`src/rtl/mdio_pkg.sv`:
```
// Package: shared frame constants and the frame state type.
// Assumes the Clause 22 frame: 32 preamble bits plus a 32-bit word.
package mdio_pkg;
    localparam int WORD_W     = 32;
    localparam int PRE_BITS   = 32;
    localparam int FRAME_BITS = PRE_BITS + WORD_W;
    localparam int DATA_W     = 16;
    localparam int IDX_W      = $clog2(FRAME_BITS);
    localparam int WSEL_W     = $clog2(WORD_W);
    localparam int OP_HI      = WORD_W - 3;
    localparam int TA_IDX     = FRAME_BITS - DATA_W - 2;
    localparam int DATA_IDX   = FRAME_BITS - DATA_W;

    typedef enum logic {ST_IDLE = 1'b0, ST_SHIFT = 1'b1} frame_st_t;
endpackage

```
`src/rtl/mdio_clkgen.sv`:
```
// MDC generator: divides clk by 1 << (DIV_BASE_LOG + div_sel) while run is high.
// MDC is low for the first half of each bit period and high for the second half.
// Assumes run drops in the same cycle that a frame ends or is aborted.
module mdio_clkgen #(
    parameter int DIV_BASE_LOG = 3,
    parameter int SEL_W        = 2,
    localparam int CNT_W       = DIV_BASE_LOG + (1 << SEL_W) - 1
) (
    input  logic             clk,
    input  logic             rst_n,
    input  logic             run,
    input  logic [SEL_W-1:0] div_sel,
    output logic             mdc,
    output logic             rise_pulse,
    output logic             bit_end
);
    logic [CNT_W-1:0] cnt_q;
    logic [CNT_W-1:0] cnt_nxt;
    logic [CNT_W:0]   full_div;
    logic [CNT_W:0]   half_div;

    // Period length and half point for the selected ratio.
    always_comb begin
        full_div = (CNT_W+1)'(1) << (DIV_BASE_LOG + int'(div_sel));
        half_div = full_div >> 1;
    end

    // Next count: wraps at the end of each period and holds at zero when stopped.
    always_comb begin
        if (!run)
            cnt_nxt = '0;
        else if ({1'b0, cnt_q} == full_div - 1'b1)
            cnt_nxt = '0;
        else
            cnt_nxt = cnt_q + 1'b1;
    end

    // Count register and registered, glitch-free MDC.
    always_ff @(posedge clk) begin
        if (!rst_n) begin
            cnt_q <= '0;
            mdc   <= 1'b0;
        end else begin
            cnt_q <= cnt_nxt;
            mdc   <= run && ({1'b0, cnt_nxt} >= half_div);
        end
    end

    // Strobes for the MDC rising edge and for the last cycle of a bit.
    assign rise_pulse = run && ({1'b0, cnt_q} == half_div);
    assign bit_end    = run && ({1'b0, cnt_q} == full_div - 1'b1);
endmodule

```
`src/rtl/mdio_frame.sv`:
```
// Frame engine: sends the preamble and the management word MSB first,
// releases MDIO for the turnaround and data bits of a read, and shifts
// the sampled bits into the low half of the held word.
// Assumes rise_pulse and bit_end never fall in the same cycle.
module mdio_frame
    import mdio_pkg::*;
(
    input  logic              clk,
    input  logic              rst_n,
    input  logic              start,
    input  logic [WORD_W-1:0] start_word,
    input  logic              abort,
    input  logic              rise_pulse,
    input  logic              bit_end,
    input  logic              mdio_i,
    output logic              busy,
    output logic [WORD_W-1:0] word_q,
    output logic              mdio_o,
    output logic              mdio_oe
);
    frame_st_t        st_q;
    logic [IDX_W-1:0] idx_q;
    logic [IDX_W-1:0] pos;
    logic             is_read;
    logic             cur_bit;

    // Decode the opcode and select the current bit.
    // pos[WSEL_W] is set exactly during the preamble.
    always_comb begin
        is_read = (word_q[OP_HI -: 2] == 2'b10);
        pos     = IDX_W'(FRAME_BITS - 1) - idx_q;
        cur_bit = pos[WSEL_W] | word_q[pos[WSEL_W-1:0]];
    end

    // Frame state, bit index and word/readback register.
    always_ff @(posedge clk) begin
        if (!rst_n) begin
            st_q   <= ST_IDLE;
            idx_q  <= '0;
            word_q <= '0;
        end else if (abort) begin
            st_q <= ST_IDLE;
        end else if (st_q == ST_IDLE) begin
            if (start) begin
                st_q   <= ST_SHIFT;
                idx_q  <= '0;
                word_q <= start_word;
            end
        end else begin
            if (rise_pulse && is_read && idx_q >= IDX_W'(DATA_IDX))
                word_q[DATA_W-1:0] <= {word_q[DATA_W-2:0], mdio_i};
            if (bit_end) begin
                if (idx_q == IDX_W'(FRAME_BITS - 1))
                    st_q <= ST_IDLE;
                else
                    idx_q <= idx_q + 1'b1;
            end
        end
    end

    // Pad drive: released for turnaround and data on reads, idle-high otherwise.
    always_comb begin
        busy    = (st_q == ST_SHIFT);
        mdio_oe = busy && !(is_read && idx_q >= IDX_W'(TA_IDX));
        mdio_o  = mdio_oe ? cur_bit : 1'b1;
    end
endmodule

```
`src/rtl/mdio_master.sv`:
```
// Top module of the MDIO master: configuration register, command acceptance,
// MDC generator and frame engine.
// Assumes software waits for idle before it reads back mgmt_word.
module mdio_master
    import mdio_pkg::*;
#(
    parameter int DIV_BASE_LOG = 3,
    parameter int SEL_W        = 2
) (
    input  logic              clk,
    input  logic              rst_n,
    input  logic              cfg_wr,
    input  logic              cfg_port_en,
    input  logic [SEL_W-1:0]  cfg_div_sel,
    input  logic              cmd_wr,
    input  logic [WORD_W-1:0] cmd_word,
    output logic [WORD_W-1:0] mgmt_word,
    output logic              idle,
    output logic              mdc,
    input  logic              mdio_i,
    output logic              mdio_o,
    output logic              mdio_oe
);
    logic             port_en_q;
    logic [SEL_W-1:0] div_sel_q;
    logic [SEL_W-1:0] div_run_q;
    logic             busy;
    logic             start;
    logic             abort;
    logic             rise_pulse;
    logic             bit_end;

    // Command acceptance and abort decode.
    assign start = cmd_wr && port_en_q && !busy;
    assign abort = cfg_wr && !cfg_port_en;

    // Configuration register and the divider captured at frame start.
    always_ff @(posedge clk) begin
        if (!rst_n) begin
            port_en_q <= 1'b0;
            div_sel_q <= '0;
            div_run_q <= '0;
        end else begin
            if (cfg_wr) begin
                port_en_q <= cfg_port_en;
                div_sel_q <= cfg_div_sel;
            end
            if (start)
                div_run_q <= div_sel_q;
        end
    end

    mdio_clkgen #(
        .DIV_BASE_LOG (DIV_BASE_LOG),
        .SEL_W        (SEL_W)
    ) u_clkgen (
        .clk        (clk),
        .rst_n      (rst_n),
        .run        (busy && !abort),
        .div_sel    (div_run_q),
        .mdc        (mdc),
        .rise_pulse (rise_pulse),
        .bit_end    (bit_end)
    );

    mdio_frame u_frame (
        .clk        (clk),
        .rst_n      (rst_n),
        .start      (start),
        .start_word (cmd_word),
        .abort      (abort),
        .rise_pulse (rise_pulse),
        .bit_end    (bit_end),
        .mdio_i     (mdio_i),
        .busy       (busy),
        .word_q     (mgmt_word),
        .mdio_o     (mdio_o),
        .mdio_oe    (mdio_oe)
    );

    assign idle = !busy;
endmodule

```
`config.mk`:
```
export PLATFORM = sky130hd
export DESIGN_NAME = mdio_master
export DESIGN_NICKNAME = d
export VERILOG_FILES = /design/src/rtl/mdio_pkg.sv /design/src/rtl/mdio_clkgen.sv /design/src/rtl/mdio_frame.sv /design/src/rtl/mdio_master.sv
export SDC_FILE = /design/constraint.sdc
export NUM_CORES = 1
export LEC_CHECK = 0
export ABC_AREA = 1
export CAP_MARGIN = 20
export CORE_MARGIN = 10
export CORE_UTILIZATION = 46
export CTS_BUF_LIST = sky130_fd_sc_hd__clkbuf_2
export CTS_CLUSTER_SIZE = 28
export DETAILED_ROUTE_END_ITERATION = 16
export GPL_ROUTABILITY_DRIVEN = 0
export PLACE_DENSITY = 0.9
export SYNTH_ARGS = -nofsm -noshare
export SYNTH_HDL_FRONTEND = slang
export SYNTH_SLANG_ARGS = --single-unit
```
`constraint.sdc`:
```
create_clock -name clk -period 1.7 [get_ports clk]
set_input_delay 0.255 -clock clk [delete_from_list [all_inputs] [get_ports clk]]
set_output_delay 0.255 -clock clk [all_outputs]
set_load 0.01 [all_outputs]
```
==> results.md, run 1 <==
- Outcome: complete, but fails checks
- Failing checks: setup timing
- Vias in the first global route: ~3500
- Tcrit/Tclk final: 1.30
- DP Wirelength: 7.06 mm
- Cell taking the most area after synthesis: dfxtp_1
- Worst hold start: cmd_word[21]
- Slew @ Worst Pin: 0.518 ns
- Met3 Use GR: 0.0436
- Largest cells by area after synthesis: dfxtp_1 (34%), nand2_1 (9.6%), nand3_1 (7.2%)
- Area of the multi-input gates: roughly 0.0020 mm^2
- Avg Inst Size Synth: about 7 um^2
- Drt via density: between 5 and 6
- Inserted Clock Buffers: 5
- GRT met2 Usage: 0.320
- Area Overhead vs Synth: 59.5%
- Vias: 3736
- Utilization after layout: 0.759
- Chip Width: between 100 and 150 um
- Hold Path End: u_frame.word_q[21]
- Syn nets: between 400 and 500
- Avg WL per Cell: around 18 um
- I/O pin count: 76
- Residual DRC: 0
- Crit end category: output port
- Fmax: 452 MHz
- Setup WS pre-CTS: -0.462 ns
- Max Clock Skew: 0.0421 ns
- Cell Rows: 29
- Crit Reg-Reg Startpoint: u_frame.idx_q[0]
- Nets: about 630
- Top cells by count, synth: nand2_1 (78), nor2_1 (56), dfxtp_1 (51)
- Crit path DAT: between 1.5 and 2 ns
- Reg2reg setup slack: -0.30 ns
- Max-cap violation count: 0
- DR iter-0 viols: approximately 400
- Filler instances: between 400 and 500
- R2R depth: 10
- Setup slack after layout: -0.510 ns
- H-Tree Depth: 2
- Placed insts: 630
- Seq/Total Area, Yosys: 0.336
- Global-route wire length before repair: 16.2 mm
- Clock tree buffer depth: 2
- Post-DP Area: 0.00427 mm^2
- Largest net degree at the start of global routing: 36
- Initial antenna violation count: 0
- First drt pass iteration count: 8
- Yosys cell types: 36
- Most frequent cell after synthesis: nand2_1
- Share of synthesized registers carrying an async set or reset: 0
- Max-slew violation count: 0
- # setup viols final: 17
- RSZ-0062 raised after global routing: true
- Most used routing layer: met2
- Layout cells sized above 1: 0.348
- Floorplan core area: about 0.0064 mm^2
- Synth Instances: roughly 440
- Port Buffer Count: 75
- Total negative slack: -2.90 ns
- RR Endpoint: u_frame.idx_q[2]
- Synth Register Bits: a little over 50
- Clock Pin Slew Worst Setup and Hold Paths: around 0.33 ns
- FF/Latch Area: about 0.0011 mm^2
- All-Layer GR Usage: 0.188
- Antenna viol nets, final: 0
- Synthesized cell area: approximately 0.003 mm^2
- Yosys warns: 0
- Slew HR: 0.655
- Worst vdd ir: between 0.4 and 0.5 mV
- Crit Path Category: flip-flop to output port
- Vert. Die Dim: 101 um
- Crit Path Max Fanout: 8
- Routed WL: 12.0 mm
- Setup crit start kind: flip-flop
- Die ar.: about 0.01 mm^2
- Worst hold path class: input pin to flip-flop
- Tmin final: around 2.2 ns
- Fin cells: 656
- Initial core utilization: 0.476
- CTS tree: done
- Clock Latency Late Sink: slightly below 0.5 ns
- Pleak: 2.28 nW
- Post-synth top area share: 0.336
- Hold path cells: 3
- EDFF count, synth: 0
- Worst path required time: around 1.4 ns
- Final Hold Viols: 0
- GRT overflow: 0
- Clk sink count: a little over 50
- GR met1 Demand/Resource: 0.223
- Most used flip-flop cell after synthesis: dfxtp_1
- Design area: slightly below 0.005 mm^2
- P per Cell Area: between 500 and 600 mW/mm^2
- Root Buffer: clkbuf_2
-- worst max path at each step --
stage / startpoint / to / slack (ns) / cells after the start
finish: u_frame.idx_q[0] / mdio_o / -0.51 / 12
floorplan: div_run_q[1] / u_clkgen.mdc / -0.04 / 15
detailed placement: cfg_port_en / u_clkgen.mdc / -0.46 / 12
global placement: cfg_port_en / u_clkgen.mdc / -0.32 / 12
global route: u_frame.idx_q[0] / mdio_o / -0.61 / 12
CTS: u_frame.idx_q[0] / mdio_o / -0.35 / 12
-- critical path, cell delays in order (launching register included) --
cell	delay (ns)
dfxtp_4	0.45
buf_8	0.15
nor2_4	0.11
nor2_4	0.04
o21ai_2	0.07
nand2_1	0.08
nand2_1	0.07
nand2_1	0.08
inv_1	0.07
nand2_1	0.05
nand2_1	0.07
nand3_2	0.09
buf_6	0.14
-- sequential cells by signal (all words and copies together), names as in the netlist --
| signal | cells |
|---|---|
| div_run_q | 2 |
| u_clkgen.mdc | 1 |
| u_frame.idx_q | 6 |
| div_sel_q | 2 |
| u_frame.word_q | 32 |
| port_en_q | 1 |
| u_frame.busy | 1 |
| u_clkgen.cnt_q | 6 |
-- cells in the final DEF (no fill, tap or decap), types with 7 or more instances in the layout --
cell	Yosys	layout
mux2i_1	16	16
clkdlybuf4s50_1	0	42
a21oi_1	40	40
ha_1	9	7
o21ai_0	31	21
dlymetal6s2s_1	0	12
buf_6	7	10
nand2_1	78	69
dfxtp_1	51	7
nor2_1	56	41
dlygate4sd2_1	0	19
buf_4	1	68
dfxtp_2	0	38
inv_2	6	8
nand3_1	44	40
nor2_4	1	14
nand2_2	3	9
inv_1	40	36
-- layer usage --
layer,wire length [um],vias to the layer above
li1,-,1704
met1,4610,1717
met2,5740,260
met3,1110,55
met4,517,0
met5,0,-
-- logic make-up after synthesis --
group                    Yosys count  synth area share
multiplexers                      16            0.0527
XOR/XNOR                           7            0.0202
buffers and inverters             69             0.108
AND/OR/NAND/NOR                  203             0.306
flip-flops                        51             0.336
AO/OA/AOI/OAI                     79             0.138
adder cells (fa/ha/maj)            9            0.0370
other                              2           0.00247
-- power breakdown --
part	internal (mW)	switching [mW]
combinational	0.373	0.386
sequential	1.26	0.0569
clock	0.253	0.459
-- metrics by stage --
step | hold WS [ns] | power (mW)
5_1_grt | 0.293 | 2.89
6_report | 0.286 | 2.79
4_1_cts | 0.312 | 2.67
2_1_floorplan | 0.390 | 1.65
3_5_place_dp | 0.472 | 2.00
3_3_place_gp | 0.459 | 1.97
-- final cells by class --
class / instances / area share
diodes: 1 / 0.000516
clock buffers: 5 / 0.00516
clock inverters: 3 / 0.00955
inverters: 47 / 0.0379
multi-input cells: 318 / 0.410
flip-flops and latches: 51 / 0.225
well taps: 77 / 0.0199
repair buffers: 154 / 0.292
-- timing repair --
action / CTS / global route
hold buffers: 0 / 0
gates cloned: 0 / 2
setup endpoints to repair: 25 / 36
gates resized for setup: 75 / 95
pin swaps: 13 / 23
setup buffers: 8 / 7
No activity file was read; power rests on OpenSTA's default activity.
==> run 2, diff against run 1 <==
- PLACE_DENSITY: 0.9 -> default
- PLACE_DENSITY_LB_ADDON: default -> 0.3
- TNS_END_PERCENT: default -> 20
==> run 2 against run 1 <==
  * The flow still finishes with violations (setup timing)
  * Flip-flop and latch count unchanged
  * Non-clock buffer count increased by 8
  * Combinational power is 4.3% lower
  * Die area unchanged
  * Utilization shrank 1.2 points
  * Routed wire length down 14%
  * Cell count up 0.76%
  * Sequential share of layout area grew 0.22 points
  * Worst hold slack gained 0.035 ns
  * Sequential power hardly changed
  * Clock skew is 0.031 ns lower
  * Power decreased by 8.4%
  * Critical endpoint unchanged
  * Highest routed layer unchanged
==> results.md, run 2 (synthesis results as in run 1) <==
- Max reg flops: 32 (unchanged)
- Largest Register: u_frame.word_q
- Fmax: 474 MHz (+4.7%)
- First drt pass iteration count: 5 (-3)
- Initial antenna violation count: 0 (unchanged)
- Biggest regs: u_frame.word_q: 32 flops, u_clkgen.cnt_q: 6 flops, u_frame.idx_q: 6 flops
- Clock tree buffer depth: 2 (unchanged)
- RR Endpoint: u_clkgen.mdc
- Setup WS pre-CTS: -0.386 ns (+0.0760 ns)
- I/O pin count: 76 (unchanged)
- Fin Hold WS: 0.321 ns (+0.0351 ns)
- Max Clock Skew: 0.0114 ns (-0.0308 ns)
- FF/Latch Area: 0.00108 mm^2 (-0.57%)
- Commonest non-fill, non-tap cell in the layout: buf_4
- Crit path DAT: 1.86 ns (-0.10 ns)
- Worst vdd ir: 0.428 mV (+0.26%)
- N_diodes: 0 (-1)
- Hold path cells: 3 (unchanged)
- Worst hold start: cfg_div_sel[0]
- Die ar.: 0.0103 mm^2 (unchanged)
- Worst path required time: 1.44 ns (about the same)
- DR iter-0 viols: 226 (-44%)
- Most frequent cells in the layout: buf_4 (76), nand2_1 (63), nor2_1 (48), clkdlybuf4s50_1 (47), nand3_1 (42)
- Drt via density: 5.34 (-6.2%)
- # setup viols final: 9 (-8)
- Final Hold Viols: 0 (unchanged)
- Pleak: 2.17 nW (-4.8%)
- Crit end category: output port
- Residual DRC: 0 (unchanged)
- Filler instances: 466 (+16%)
- Area Overhead vs Synth: 57.0%
- Setup crit start kind: flip-flop
- Crit Path Category: flip-flop to output port
- Reg2reg setup slack: -0.26 ns (+0.04 ns)
- Tmin final: 2.11 ns (-0.0988 ns)
- Floorplan core area: 0.00639 mm^2 (unchanged)
- Outcome: complete, but fails checks
- Worst hold path class: input pin to flip-flop
- Layout cells sized above 1: 0.351 (+0.00328)
- Clock Pin Slew Worst Setup and Hold Paths: 0.28 ns (-0.05 ns)
- Utilization after layout: 0.748 (-0.0116)
- DP Wirelength: 7.04 mm (-0.28%)
- R2R depth: 14 (+4)
- Slew HR: 0.575 (-0.0796)
- Crit Reg-Reg Startpoint: div_run_q[1]
- CTS tree: done
- P per Cell Area: 536 mW/mm^2 (-7.0%)
- Failing checks: setup timing
- Cell Rows: 29 (unchanged)
- Root Buffer: clkbuf_2
- Initial core utilization: 0.476 (unchanged)
- GRT overflow: 0 (unchanged)
- Crit-path slowest cell: dfxtp_2
- Global-route wire length before repair: 15.4 mm (-5.0%)
- Setup slack after layout: -0.412 ns (+0.0988 ns)
- Crit Path Max Fanout: 6 (-2)
- Critical path's largest stage delay: 0.42 ns (-0.03 ns)
- Slew @ Worst Pin: 0.637 ns (+0.119 ns)
- H-Tree Depth: 2 (unchanged)
- Avg WL per Cell: 15.7 um (-14%)
- Clk sink count: 51 (unchanged)
- Largest net degree at the start of global routing: 33 (-8.3%)
- Nets: 632 (+0.96%)
- Antenna viol nets, final: 0 (unchanged)
- Port Buffer Count: 75 (unchanged)
- Inserted Clock Buffers: 5 (unchanged)
- Routed WL: 10.3 mm (-14%)
- CP cell instances: buf_6 > buf_6 > o21ai_2 > o21ai_1 > nand2_1 > nand2_1 > inv_1 > nand2_1 > nand2_1 > nand3_1 > buf_2
- Vert. Die Dim: 101 um (unchanged)
- Max-slew violation count: 0 (unchanged)
- Clock Latency Late Sink: 0.47 ns (-0.02 ns)
- Tcrit/Tclk final: 1.24 (-0.0581)
- Hold Path End: div_sel_q[0]
- Area of the multi-input gates: 0.00191 mm^2 (-4.0%)
- RSZ-0062 raised after global routing: true
- Vias in the first global route: 3362 (-2.8%)
- CP most frequent cell: nand2_1
- Chip Width: 101 um (unchanged)
- Vias: 3531 (-5.5%)
- All-Layer GR Usage: 0.179 (-0.00946)
- Max-cap violation count: 0 (unchanged)
run 2: cell count changes in the layout (fill, tap and decap cells not counted), sizes merged:
cell	change
buf	+10
nand2	-2
inv	-2
dlymetal6s2s	-6
diode	-1
clkinv	+2
clkinvlp	+1
bufinv	-1
clkdlybuf4s50	+5
dlygate4sd2	-1
run 2: cell type report:
type | count | area share
Clock buffer | 5 | 0.00524
Clock inverter | 3 | 0.00419
Inverter | 47 | 0.0383
Multi-Input combinational cell | 316 | 0.400
Sequential cell | 51 | 0.227
Tap cell | 77 | 0.0202
Timing Repair Buffer | 162 | 0.305
run 2: through the flow:
step / total power, mW / cell area [um^2] / cells / TNS (ns)
detailed placement: 2.00 / 4340 / 639 / -2.40
global route: 2.68 / 4770 / 661 / -2.61
CTS: 2.52 / 4530 / 654 / -0.670
finish: 2.56 / 4770 / 661 / -1.20
global placement: 1.99 / 4340 / 639 / -1.49
floorplan: 1.65 / 3070 / 436 / -0.0429
run 2: worst max-delay path, delay by kind of cell (launching register included):
| kind | cells | cell delay [ns] |
|---|---|---|
| buffers and inverters | 4 | 0.41 |
| AO/OA/AOI/OAI | 2 | 0.20 |
| flip-flops | 1 | 0.42 |
| AND/OR/NAND/NOR | 5 | 0.35 |
run 2: worst max-delay path by stage:
| stage | startpoint | end | slack [ns] |
|---|---|---|---|
| global route | u_frame.idx_q[0] | mdio_o | -0.52 |
| global placement | cfg_port_en | u_clkgen.mdc | -0.31 |
| floorplan | div_run_q[1] | u_clkgen.mdc | -0.04 |
| finish | u_frame.idx_q[1] | mdio_o | -0.41 |
| CTS | u_frame.idx_q[1] | mdio_o | -0.33 |
| detailed placement | cfg_wr | u_clkgen.mdc | -0.39 |
run 2: layer usage:
metal | share of wire | GRT usage | up-vias | routed length (um)
met5 | 0 | 0 | - | 0
met4 | 0.027 | 0.0482 | 0 | 281
met3 | 0.070 | 0.0449 | 26 | 722
met2 | 0.50 | 0.318 | 144 | 5220
met1 | 0.40 | 0.207 | 1647 | 4120
li1 | - | - | 1714 | -
run 2: what timing repair did:
item | CTS | global route
cloned | 1 | 0
endpoints found under the hold margin | 0 | 0
hold buffers | 0 | 0
setup endpoints to repair | 33 | 41
resized for setup | 93 | 61
buffers inserted | 6 | 8
pin swaps | 14 | 28
run 2: power by group:
group	switching (mW)	internal (mW)	leakage [nW]	total (mW)
clock network	0.428	0.0969	0.0250	0.525
registers	0.0467	1.26	0.435	1.31
logic	0.350	0.376	1.71	0.726
total	0.826	1.73	2.17	2.56
==> run 3, diff against run 2 <==
- CORE_MARGIN: 10 -> 2
==> run 3 against run 2 <==
  * The flow still finishes with violations (setup timing)
  * First-iteration DRC count decreased by 21%
  * Die area shrank 29%
  * Worst hold slack improved by 0.025 ns
  * Highest routed layer unchanged
  * Combinational power is 2.9% lower
==> results.md, run 3 (synthesis results as in run 1) <==
- Vert. Die Dim: 85.3 um (-16%)
- Die ar.: 0.00728 mm^2 (-29%)
- Fin cells: 655 (-0.91%)
- Pleak: 2.10 nW (-3.2%)
- Avg WL per Cell: 13.5 um (-14%)
- Design area: 0.00470 mm^2 (-1.5%)
- Most used routing layer: met2
- Most frequent cells in the layout: buf_4 (74), nand2_1 (69), clkdlybuf4s50_1 (51), nor2_1 (47)
- Clock tree buffer depth: 2 (unchanged)
- Worst path required time: 1.44 ns (about the same)
- Vias: 3402 (-3.7%)
- Worst hold path class: input pin to flip-flop
- Antenna viol nets, final: 0 (unchanged)
- Layout cells sized above 1: 0.330 (-0.0206)
- Crit end category: output port
- Root Buffer: clkbuf_2
- Largest Register: u_frame.word_q
- Initial core utilization: 0.476 (unchanged)
- Post-DP Area: 0.00435 mm^2 (+0.23%)
- GRT met2 Usage: 0.419 (+0.101)
- Worst hold start: cmd_word[21]
- Residual DRC: 0 (unchanged)
- Area Overhead vs Synth: 54.6%
- All-Layer GR Usage: 0.240 (+0.0613)
- DP Wirelength: 6.15 mm (-13%)
- H-Tree Depth: 2 (unchanged)
- I/O pin count: 76 (unchanged)
- Worst setup startpoint: u_frame.idx_q[0]
- Final Hold Viols: 0 (unchanged)
- Inserted Clock Buffers: 5 (unchanged)
- Max-cap violation count: 0 (unchanged)
- Tmin final: 2.07 ns (-0.0368 ns)
- Crit Reg-Reg Startpoint: u_clkgen.cnt_q[4]
- Placed insts: 637 (-0.31%)
- Crit Path Max Fanout: 6 (unchanged)
- # setup viols final: 8 (-1)
- Crit path DAT: 1.82 ns (-0.04 ns)
- Clock Pin Slew Worst Setup and Hold Paths: 0.29 ns (about the same)
- RSZ-0062 raised after global routing: true
- DR iter-0 viols: 178 (-21%)
- GR met1 Demand/Resource: 0.306 (+0.0987)
- Utilization after layout: 0.736 (-0.0116)
- GRT overflow: 0 (unchanged)
- Biggest regs: u_frame.word_q: 32 flops, u_clkgen.cnt_q: 6 flops, u_frame.idx_q: 6 flops
- CP cell instances: buf_4 > nor2_1 > nor2_1 > o21ai_1 > nand3_1 > nand3_1 > nand2_1 > nand2_1 > nand3_1 > buf_2
- Global-route wire length before repair: 14.5 mm (-6.0%)
- Commonest non-fill, non-tap cell in the layout: buf_4
- First drt pass iteration count: 4 (-1)
- Cell Rows: 29 (unchanged)
- Worst path bufs/invs: 2 (-2)
- Setup slack after layout: -0.375 ns (+0.0368 ns)
- Routed WL: 8.83 mm (-15%)
- Outcome: complete, but fails checks
- Max Clock Skew: 0.0254 ns (+0.0140 ns)
- Drt via density: 5.19 (-2.8%)
- N_diodes: 0 (unchanged)
- Delay-heaviest family, CP: simple AND/OR/NAND/NOR gates
- Initial antenna violation count: 0 (unchanged)
- Worst vdd ir: 0.461 mV (+7.6%)
- Max-slew violation count: 0 (unchanged)
- Clock Latency Late Sink: 0.46 ns (about the same)
- Max reg flops: 32 (unchanged)
- Port Buffer Count: 75 (unchanged)
- Setup WS pre-CTS: -0.407 ns (-0.0210 ns)
- CP most frequent cell: nand3_1
- Nets: 626 (-0.95%)
- Clk sink count: 51 (unchanged)
- Critical path's largest stage delay: 0.44 ns (+0.02 ns)
- Tcrit/Tclk final: 1.22 (-0.0216)
- Fmax: 482 MHz (+1.8%)
- Setup crit start kind: flip-flop
- P per Cell Area: 574 mW/mm^2 (+7.0%)
- Failing checks: setup timing
- Floorplan core area: 0.00639 mm^2 (unchanged)
- Met3 Use GR: 0.0457 (+0.000791)
- Crit-path slowest cell: dfxtp_4
- CTS tree: done
- Slew @ Worst Pin: 0.557 ns (-0.0797 ns)
- Largest net degree at the start of global routing: 36 (+9.1%)
- Chip Width: 85.3 um (-16%)
- Crit Path Category: flip-flop to output port
- Slew HR: 0.628 (+0.0532)
- Vias in the first global route: 3257 (-3.1%)
[run 3: cell count changes in the layout (fill, tap and decap cells not counted), sizes merged]
cell,delta
buf,-6
bufinv,+1
clkdlybuf4s50,+4
clkinvlp,-2
dlygate4sd2,-1
dlymetal6s2s,-3
inv,+1
[run 3: metal layers]
layer	vias to the layer above	routed length (um)
li1	1702	-
met1	1590	3910
met2	100	4280
met3	10	557
met4	0	77
met5	-	0
[run 3: cell type report]
type | count | area, um^2
clock inverters | 3 | 47.5
inverters | 47 | 183
fillers | 478 | 1690
flip-flops and latches | 51 | 1080
repair buffers | 156 | 1410
multi-input cells | 316 | 1860
well taps | 77 | 96.3
clock buffers | 5 | 25.0
[run 3: repair_timing]
| item | CTS | global route |
|---|---|---|
| gates resized for setup | 95 | 34 |
| hold buffers | 0 | 0 |
| endpoints found under the setup margin | 30 | 34 |
| setup buffers | 10 | 1 |
| gates cloned | 0 | 0 |
| pin swaps | 18 | 18 |
[run 3: path summary, 6_finish.rpt]
path	slack, ns	endpoint	cells after the start
min	0.35	u_frame.word_q[21]	3
max	-0.37	mdio_o	10
min reg2reg	0.49	u_frame.word_q[25]	2
max reg2reg	-0.13	u_clkgen.mdc	14
[run 3: worst reg2reg max path, cell delays in order (launching register included)]
cell	delay (ns)
dfxtp_4	0.44
inv_4	0.05
nand2_1	0.08
nand2_2	0.08
nor2_4	0.13
nand3_2	0.11
nand2_4	0.09
nor2_1	0.05
ha_1	0.32
nand2_2	0.09
inv_2	0.04
o211ai_1	0.07
o2111ai_1	0.13
nand3_1	0.08
inv_1	0.04
[run 3: power by group]
| part | switching, mW | leakage (nW) | total [mW] | internal (mW) |
|---|---|---|---|---|
| combinational | 0.334 | 1.62 | 0.705 | 0.371 |
| clock | 0.429 | 0.0436 | 0.686 | 0.257 |
| sequential | 0.0466 | 0.434 | 1.31 | 1.26 |
| total | 0.809 | 2.10 | 2.70 | 1.89 |
[run 3: through the flow]
| stage | hold WS (ns) | setup TNS, ns | power, mW |
|---|---|---|---|
| finish | 0.346 | -0.789 | 2.70 |
| global route | 0.363 | -1.93 | 2.81 |
| CTS | 0.340 | -0.665 | 2.69 |
| detailed placement | 0.463 | -2.23 | 2.01 |
| global placement | 0.462 | -1.38 | 1.99 |
| floorplan | 0.390 | -0.0429 | 1.65 |
